[src/rtl/booth_mul_pkg.sv]
package booth_mul_pkg;
  typedef enum logic [2:0] {
    BOP_NONE = 3'd0,
    BOP_ADD1 = 3'd1,
    BOP_ADD2 = 3'd2,
    BOP_SUB1 = 3'd3,
    BOP_SUB2 = 3'd4
  } booth_op_e;
endpackage

[src/rtl/booth_recoder.sv]
module booth_recoder
  import booth_mul_pkg::*;
(
  input  logic [2:0] triple_i,
  output booth_op_e  op_o
);
  always_comb begin
    unique case (triple_i)
      3'b001, 3'b010: op_o = BOP_ADD1;
      3'b011:         op_o = BOP_ADD2;
      3'b100:         op_o = BOP_SUB2;
      3'b101, 3'b110: op_o = BOP_SUB1;
      default:        op_o = BOP_NONE;
    endcase
  end
endmodule

[src/rtl/booth_addsub.sv]
module booth_addsub
  import booth_mul_pkg::*;
#(
  parameter int W = 34
) (
  input  logic [W-1:0] acc_i,
  input  logic [W-1:0] mcand_i,
  input  booth_op_e    op_i,
  output logic [W-1:0] sum_o
);
  logic [W-1:0] opnd;
  logic         sub;

  always_comb begin
    unique case (op_i)
      BOP_ADD1, BOP_SUB1: opnd = mcand_i;
      BOP_ADD2, BOP_SUB2: opnd = {mcand_i[W-2:0], 1'b0};
      default:            opnd = '0;
    endcase
    sub   = (op_i == BOP_SUB1) || (op_i == BOP_SUB2);
    sum_o = sub ? (acc_i - opnd) : (acc_i + opnd);
  end
endmodule

[src/rtl/mul_step_ctrl.sv]
module mul_step_ctrl #(
  parameter int STEPS = 16
) (
  input  logic clk,
  input  logic rst_n,
  input  logic start_i,
  output logic launch_o,
  output logic busy_o,
  output logic last_o,
  output logic done_o
);
  localparam int CW = (STEPS > 2) ? $clog2(STEPS) : 1;

  logic [CW-1:0] cnt_q, cnt_d;
  logic          busy_q, busy_d, done_q, done_d;

  always_comb begin
    launch_o = start_i && !busy_q;
    last_o   = busy_q && (cnt_q == CW'(STEPS - 1));
    cnt_d    = cnt_q;
    busy_d   = busy_q;
    done_d   = last_o;
    if (launch_o) begin
      cnt_d  = '0;
      busy_d = 1'b1;
    end else if (busy_q) begin
      cnt_d  = cnt_q + 1'b1;
      busy_d = !last_o;
    end
  end

  always_ff @(posedge clk or negedge rst_n) begin
    if (!rst_n) begin
      cnt_q  <= '0;
      busy_q <= 1'b0;
      done_q <= 1'b0;
    end else begin
      cnt_q  <= cnt_d;
      busy_q <= busy_d;
      done_q <= done_d;
    end
  end

  assign busy_o = busy_q;
  assign done_o = done_q;

  // done never overlaps busy
  a_r4_done_idle: assert property (@(posedge clk) disable iff (!rst_n)
    done_q |-> !busy_q);
  // busy falls only together with a done pulse
  a_r4_fall_done: assert property (@(posedge clk) disable iff (!rst_n)
    $fell(busy_q) |-> done_q);
  // step counter stays within the run length
  a_r4_cnt_bound: assert property (@(posedge clk) disable iff (!rst_n)
    busy_q |-> (cnt_q <= CW'(STEPS - 1)));
  // a start while busy does not restart the count
  a_r5_no_restart: assert property (@(posedge clk) disable iff (!rst_n)
    (busy_q && !last_o) |=> (cnt_q == $past(cnt_q) + 1'b1));
endmodule

[src/rtl/booth_mul.sv]
module booth_mul
  import booth_mul_pkg::*;
#(
  parameter int XLEN = 32
) (
  input  logic            clk,
  input  logic            rst_n,
  input  logic            start_i,
  input  logic            signed_i,
  input  logic [XLEN-1:0] op_a_i,
  input  logic [XLEN-1:0] op_b_i,
  input  logic            hi_we_i,
  input  logic            lo_we_i,
  input  logic [XLEN-1:0] wdata_i,
  output logic            busy_o,
  output logic            done_o,
  output logic [XLEN-1:0] hi_o,
  output logic [XLEN-1:0] lo_o
);
  localparam int W     = XLEN + 2;
  localparam int STEPS = XLEN / 2;

  logic [W-1:0]    mcand_q, mcand_d, hi_q, hi_d, sum;
  logic [XLEN-1:0] lo_q, lo_d;
  logic            prev_q, prev_d, fix_q, fix_d;
  logic            launch, busy, last;
  logic            mcand_en, hi_en, lo_en;
  booth_op_e       step_op;

  mul_step_ctrl #(.STEPS(STEPS)) u_ctrl (
    .clk(clk), .rst_n(rst_n), .start_i(start_i),
    .launch_o(launch), .busy_o(busy), .last_o(last), .done_o(done_o)
  );

  booth_recoder u_rec (
    .triple_i({lo_q[1:0], prev_q}),
    .op_o(step_op)
  );

  booth_addsub #(.W(W)) u_add (
    .acc_i(hi_q), .mcand_i(mcand_q), .op_i(step_op), .sum_o(sum)
  );

  always_comb begin
    mcand_en = launch;
    hi_en    = launch || busy || hi_we_i;
    lo_en    = launch || busy || lo_we_i;
    mcand_d  = signed_i ? {{2{op_a_i[XLEN-1]}}, op_a_i} : {2'b00, op_a_i};
    fix_d    = !signed_i && op_b_i[XLEN-1];
    hi_d     = {2'b00, wdata_i};
    lo_d     = wdata_i;
    prev_d   = prev_q;
    if (launch) begin
      hi_d   = '0;
      lo_d   = op_b_i;
      prev_d = 1'b0;
    end else if (busy) begin
      hi_d   = {{2{sum[W-1]}}, sum[W-1:2]} + ((last && fix_q) ? mcand_q : '0);
      lo_d   = {sum[1:0], lo_q[XLEN-1:2]};
      prev_d = lo_q[1];
    end
  end

  always_ff @(posedge clk or negedge rst_n) begin
    if (!rst_n) begin
      mcand_q <= '0;
      fix_q   <= 1'b0;
      hi_q    <= '0;
      lo_q    <= '0;
      prev_q  <= 1'b0;
    end else begin
      if (mcand_en) begin
        mcand_q <= mcand_d;
        fix_q   <= fix_d;
      end
      if (hi_en) hi_q <= hi_d;
      if (lo_en) begin
        lo_q   <= lo_d;
        prev_q <= prev_d;
      end
    end
  end

  assign busy_o = busy;
  assign hi_o   = hi_q[XLEN-1:0];
  assign lo_o   = lo_q;

  // multiplicand held for the whole run
  a_r5_mcand_hold: assert property (@(posedge clk) disable iff (!rst_n)
    busy |=> $stable(mcand_q));
  // a zero digit leaves the accumulator unchanged through the adder
  a_r9_zero_step: assert property (@(posedge clk) disable iff (!rst_n)
    (busy && step_op == BOP_NONE) |-> (sum == hi_q));
  // idle LO write lands on the read port
  a_r6_lo_write: assert property (@(posedge clk) disable iff (!rst_n)
    (!busy && !start_i && lo_we_i) |=> (lo_o == $past(wdata_i)));
  // start beats a same-cycle HI write
  a_r8_start_wins: assert property (@(posedge clk) disable iff (!rst_n)
    (start_i && !busy) |=> (busy && hi_o == '0));
endmodule

[config.mk]
export PLATFORM = sky130hd
export DESIGN_NAME = booth_mul
export DESIGN_NICKNAME = d
export VERILOG_FILES = /design/src/rtl/booth_mul_pkg.sv /design/src/rtl/booth_recoder.sv /design/src/rtl/booth_addsub.sv /design/src/rtl/mul_step_ctrl.sv /design/src/rtl/booth_mul.sv
export SDC_FILE = /design/constraint.sdc
export NUM_CORES = 1
export LEC_CHECK = 0
export BUFFER_PORTS_ARGS = -buffer_cell sky130_fd_sc_hd__buf_2
export CORE_MARGIN = 5
export CORE_UTILIZATION = 50
export DETAILED_ROUTE_END_ITERATION = 12
export MAX_ROUTING_LAYER = met4
export PLACE_DENSITY = 0.71
export REMOVE_ABC_BUFFERS = 1
export SYNTH_ARGS = -nofsm -noshare
export SYNTH_HDL_FRONTEND = slang
export SYNTH_HIERARCHICAL = 1
export SYNTH_SLANG_ARGS = --single-unit
export TNS_END_PERCENT = 10
[constraint.sdc]
create_clock -name clk -period 7.9 [get_ports clk]
set_input_delay 2.37 -clock clk [delete_from_list [all_inputs] [get_ports clk]]
set_output_delay 2.37 -clock clk [all_outputs]
set_load 0.05 [all_outputs]
==> run summary <==
Ports -> 168
Routed vias -> 11350
Layout cells sized above 1 -> 0.186
Commonest non-fill, non-tap cell in the layout -> nor2_1
Worst slack, placed -> 0.975 ns
Worst setup path startpoint -> lo_o[0]
Final ANT Viol Nets -> 0
Post-Syn Area per Cell -> 7.77 um^2
Worst Max-Slew Pin Slew -> 0.853 ns
DR WL/cell -> 18.4 um
Netlist Area Pre-Place -> 11400 um^2
Hold_ws -> 0.513 ns
Run status -> completed
Final Setup Violations -> 0
CP delay by family, top -> compound AO/OA/AOI/OAI gates
Die X -> 161 um
Fmax -> 142 MHz
CTS root buf -> clkbuf_16
RSZ-0062 raised after global routing -> no
Most frequent cells in the layout -> 201 x nor2_1, 166 x buf_2, 151 x a21oi_1
Clk sinks -> 107
Synth Instances -> 1469
Startpoint Class -> flip-flop
GRT Overall Usage -> 0.256
Hold Crit Start -> u_ctrl/cnt_q[3]
DRC -> 0
Sequential-to-total area share from yosys stat -> 0.235
Grt total ovfl -> 0
Critical path class -> flip-flop to flip-flop
Gr busiest metal -> met2
Met3 GRT Util -> 0.0273
First-pass GRT wire length -> 54100 um
Slew Viols, Final -> 0
Worst R2R Start -> lo_o[0]
Dominant register cell in the synthesized netlist -> dfrtp_1
Gpl congestion -> 1.03
Synth async-reset ratio -> 1.00
CP max-delay cell -> dfrtp_1
CP Max Fanout -> 8
Pin count of the biggest net entering global routing -> 85
Worst skew pair latency -> 0.37 ns
Final hold violations -> 0
Fin crit share -> 0.892
Worst-path clk slew -> 0.09 ns
Final Net Count -> 1706
First-pass iteration count of the detailed router -> 6
Buffers and inverters on the worst path -> 0
PostCTS Resize Cnt -> 0
Hold WC Path Type -> flip-flop to flip-flop
CTS H-tree depth -> 3
Final Skew -> 0.0202 ns
Tmin final -> 7.05 ns
Number of fill cells in the layout -> 2130
Antenna violations before repair -> 0
Max-cap viol count -> 0
Die Y -> 161 um
GRT met1 Usage -> 0.378
Core Area -> 22600 um^2
Critical path capture point type -> flip-flop
Worst Path Arrival -> 7.30 ns
P&R area growth vs syn -> 8.86%
Slowest stage delay, CP -> 0.49 ns
Initial Util -> 0.506
Max clock buf depth -> 2
IO Port Bufs -> 167
Hold-fix buffers at CTS -> 0
Distinct cells, synth -> 87
Max_slew headroom -> 0.431
Setup slack after layout -> 0.850 ns
Placed insts -> 1808
Standard-cell rows -> 55
DR vias/cell -> 6.22
Initial drt markers -> 1253
Post-synthesis sequential element count -> 107
Die area -> 25900 um^2
Setup Fix Bufs, Post-CTS -> 0
Post-route design area -> 12400 um^2
Synth warnings -> 6
CTS Buf Count -> 9
Post-DP Area -> 12100 um^2
Vias in the first global route -> 10295
Post-synth EDFFs -> 0
Final cell count without fillers -> 1824
Diodes inserted -> 0
Routed wire length -> 33600 um
Met2 usage -> 0.380
WP data required -> 8.15 ns
TritonCTS clock tree -> done
Post-detail-place hpwl -> 25600 um
## worst paths after layout
kind | end | slack (ns) | cells past startpoint
hold reg to reg | u_ctrl/done_o | 0.51 | 2
setup reg to reg | hi_q[30] | 0.85 | 30
min in group asynchronous | mcand_q[5] | 2.10 | 1
hold / removal | u_ctrl/done_o | 0.51 | 2
max in group asynchronous | u_ctrl/busy_o | 4.63 | 2
setup / recovery | hi_q[30] | 0.85 | 30
## area by class of cell
cell class                      count  area (um^2)  area share
Multi-Input combinational cell   1171         7870       0.634
Clock buffer                        9          225      0.0181
Timing Repair Buffer              182          963      0.0776
Clock inverter                      7         85.1     0.00685
Sequential cell                   107         2680       0.216
Inverter                           63          236      0.0190
Tap cell                          285          357      0.0287
## cell usage after synthesis (7+ instances only)
cell	count	area share
a211oi_1	36	0.024
a21o_1	31	0.020
a21oi_1	151	0.066
a221oi_1	32	0.025
a22o_1	8	0.0061
a22oi_1	22	0.014
a31oi_1	9	0.0049
and2_1	8	0.0044
and3_1	44	0.024
buf_1	10	0.0033
buf_2	12	0.0053
buf_4	33	0.022
clkbuf_1	69	0.023
dfrtp_1	107	0.23
ha_1	68	0.075
inv_1	63	0.021
mux2_2	40	0.039
mux2i_1	24	0.021
nand2_1	75	0.025
nand2b_1	10	0.0055
nand3_1	24	0.011
nand4_1	14	0.0077
nor2_1	201	0.066
nor2b_1	27	0.015
nor3_1	16	0.0070
o211ai_1	14	0.0092
o21a_1	7	0.0046
o21ai_0	75	0.033
o21ai_1	14	0.0061
o21bai_1	10	0.0066
o221ai_1	7	0.0054
o22ai_1	18	0.0099
or3_1	8	0.0044
xnor2_1	44	0.034
xor2_1	29	0.022
## state kept, by name, indices dropped and copies added, names as in the netlist
register	flops
fix_q	1
u_ctrl/busy_o	1
u_ctrl/cnt_q	4
prev_q	1
hi_q	34
mcand_q	33
lo_o	32
u_ctrl/done_o	1
## per-stage QoR
step	utilization	setup TNS [ns]
finish	0.550	0
CTS	0.550	0
detailed placement	0.537	0
global placement	0.537	0
global route	0.550	0
floorplan	-	-44.51
## worst reg2reg max path, delay by kind of cell, from the launching register on
family                   cells  cell delay, ns
AO/OA/AOI/OAI               17            3.64
XOR/XNOR                     3            0.67
adder cells (fa/ha/maj)      3            0.95
flip-flops                   1            0.49
multiplexers                 1            0.15
AND/OR/NAND/NOR              6            1.04
## kinds of logic after synthesis
kind of cell | count (synthesis) | synth area share
flops | 107 | 0.235
compound gates | 496 | 0.293
xor+xnor | 75 | 0.0599
fa+ha+maj | 70 | 0.0781
simple gates | 465 | 0.195
buf+inv | 191 | 0.0776
mux | 65 | 0.0618
## layer usage
| layer | part of all wire | vias up |
|---|---|---|
| met5 | 0 | - |
| met2 | 0.43 | 475 |
| met4 | 0.016 | 0 |
| li1 | - | 5464 |
| met3 | 0.072 | 43 |
| met1 | 0.48 | 5368 |
Power is not shown: default switching activity piles up to over one toggle a cycle in this logic, so the estimate is an artifact.
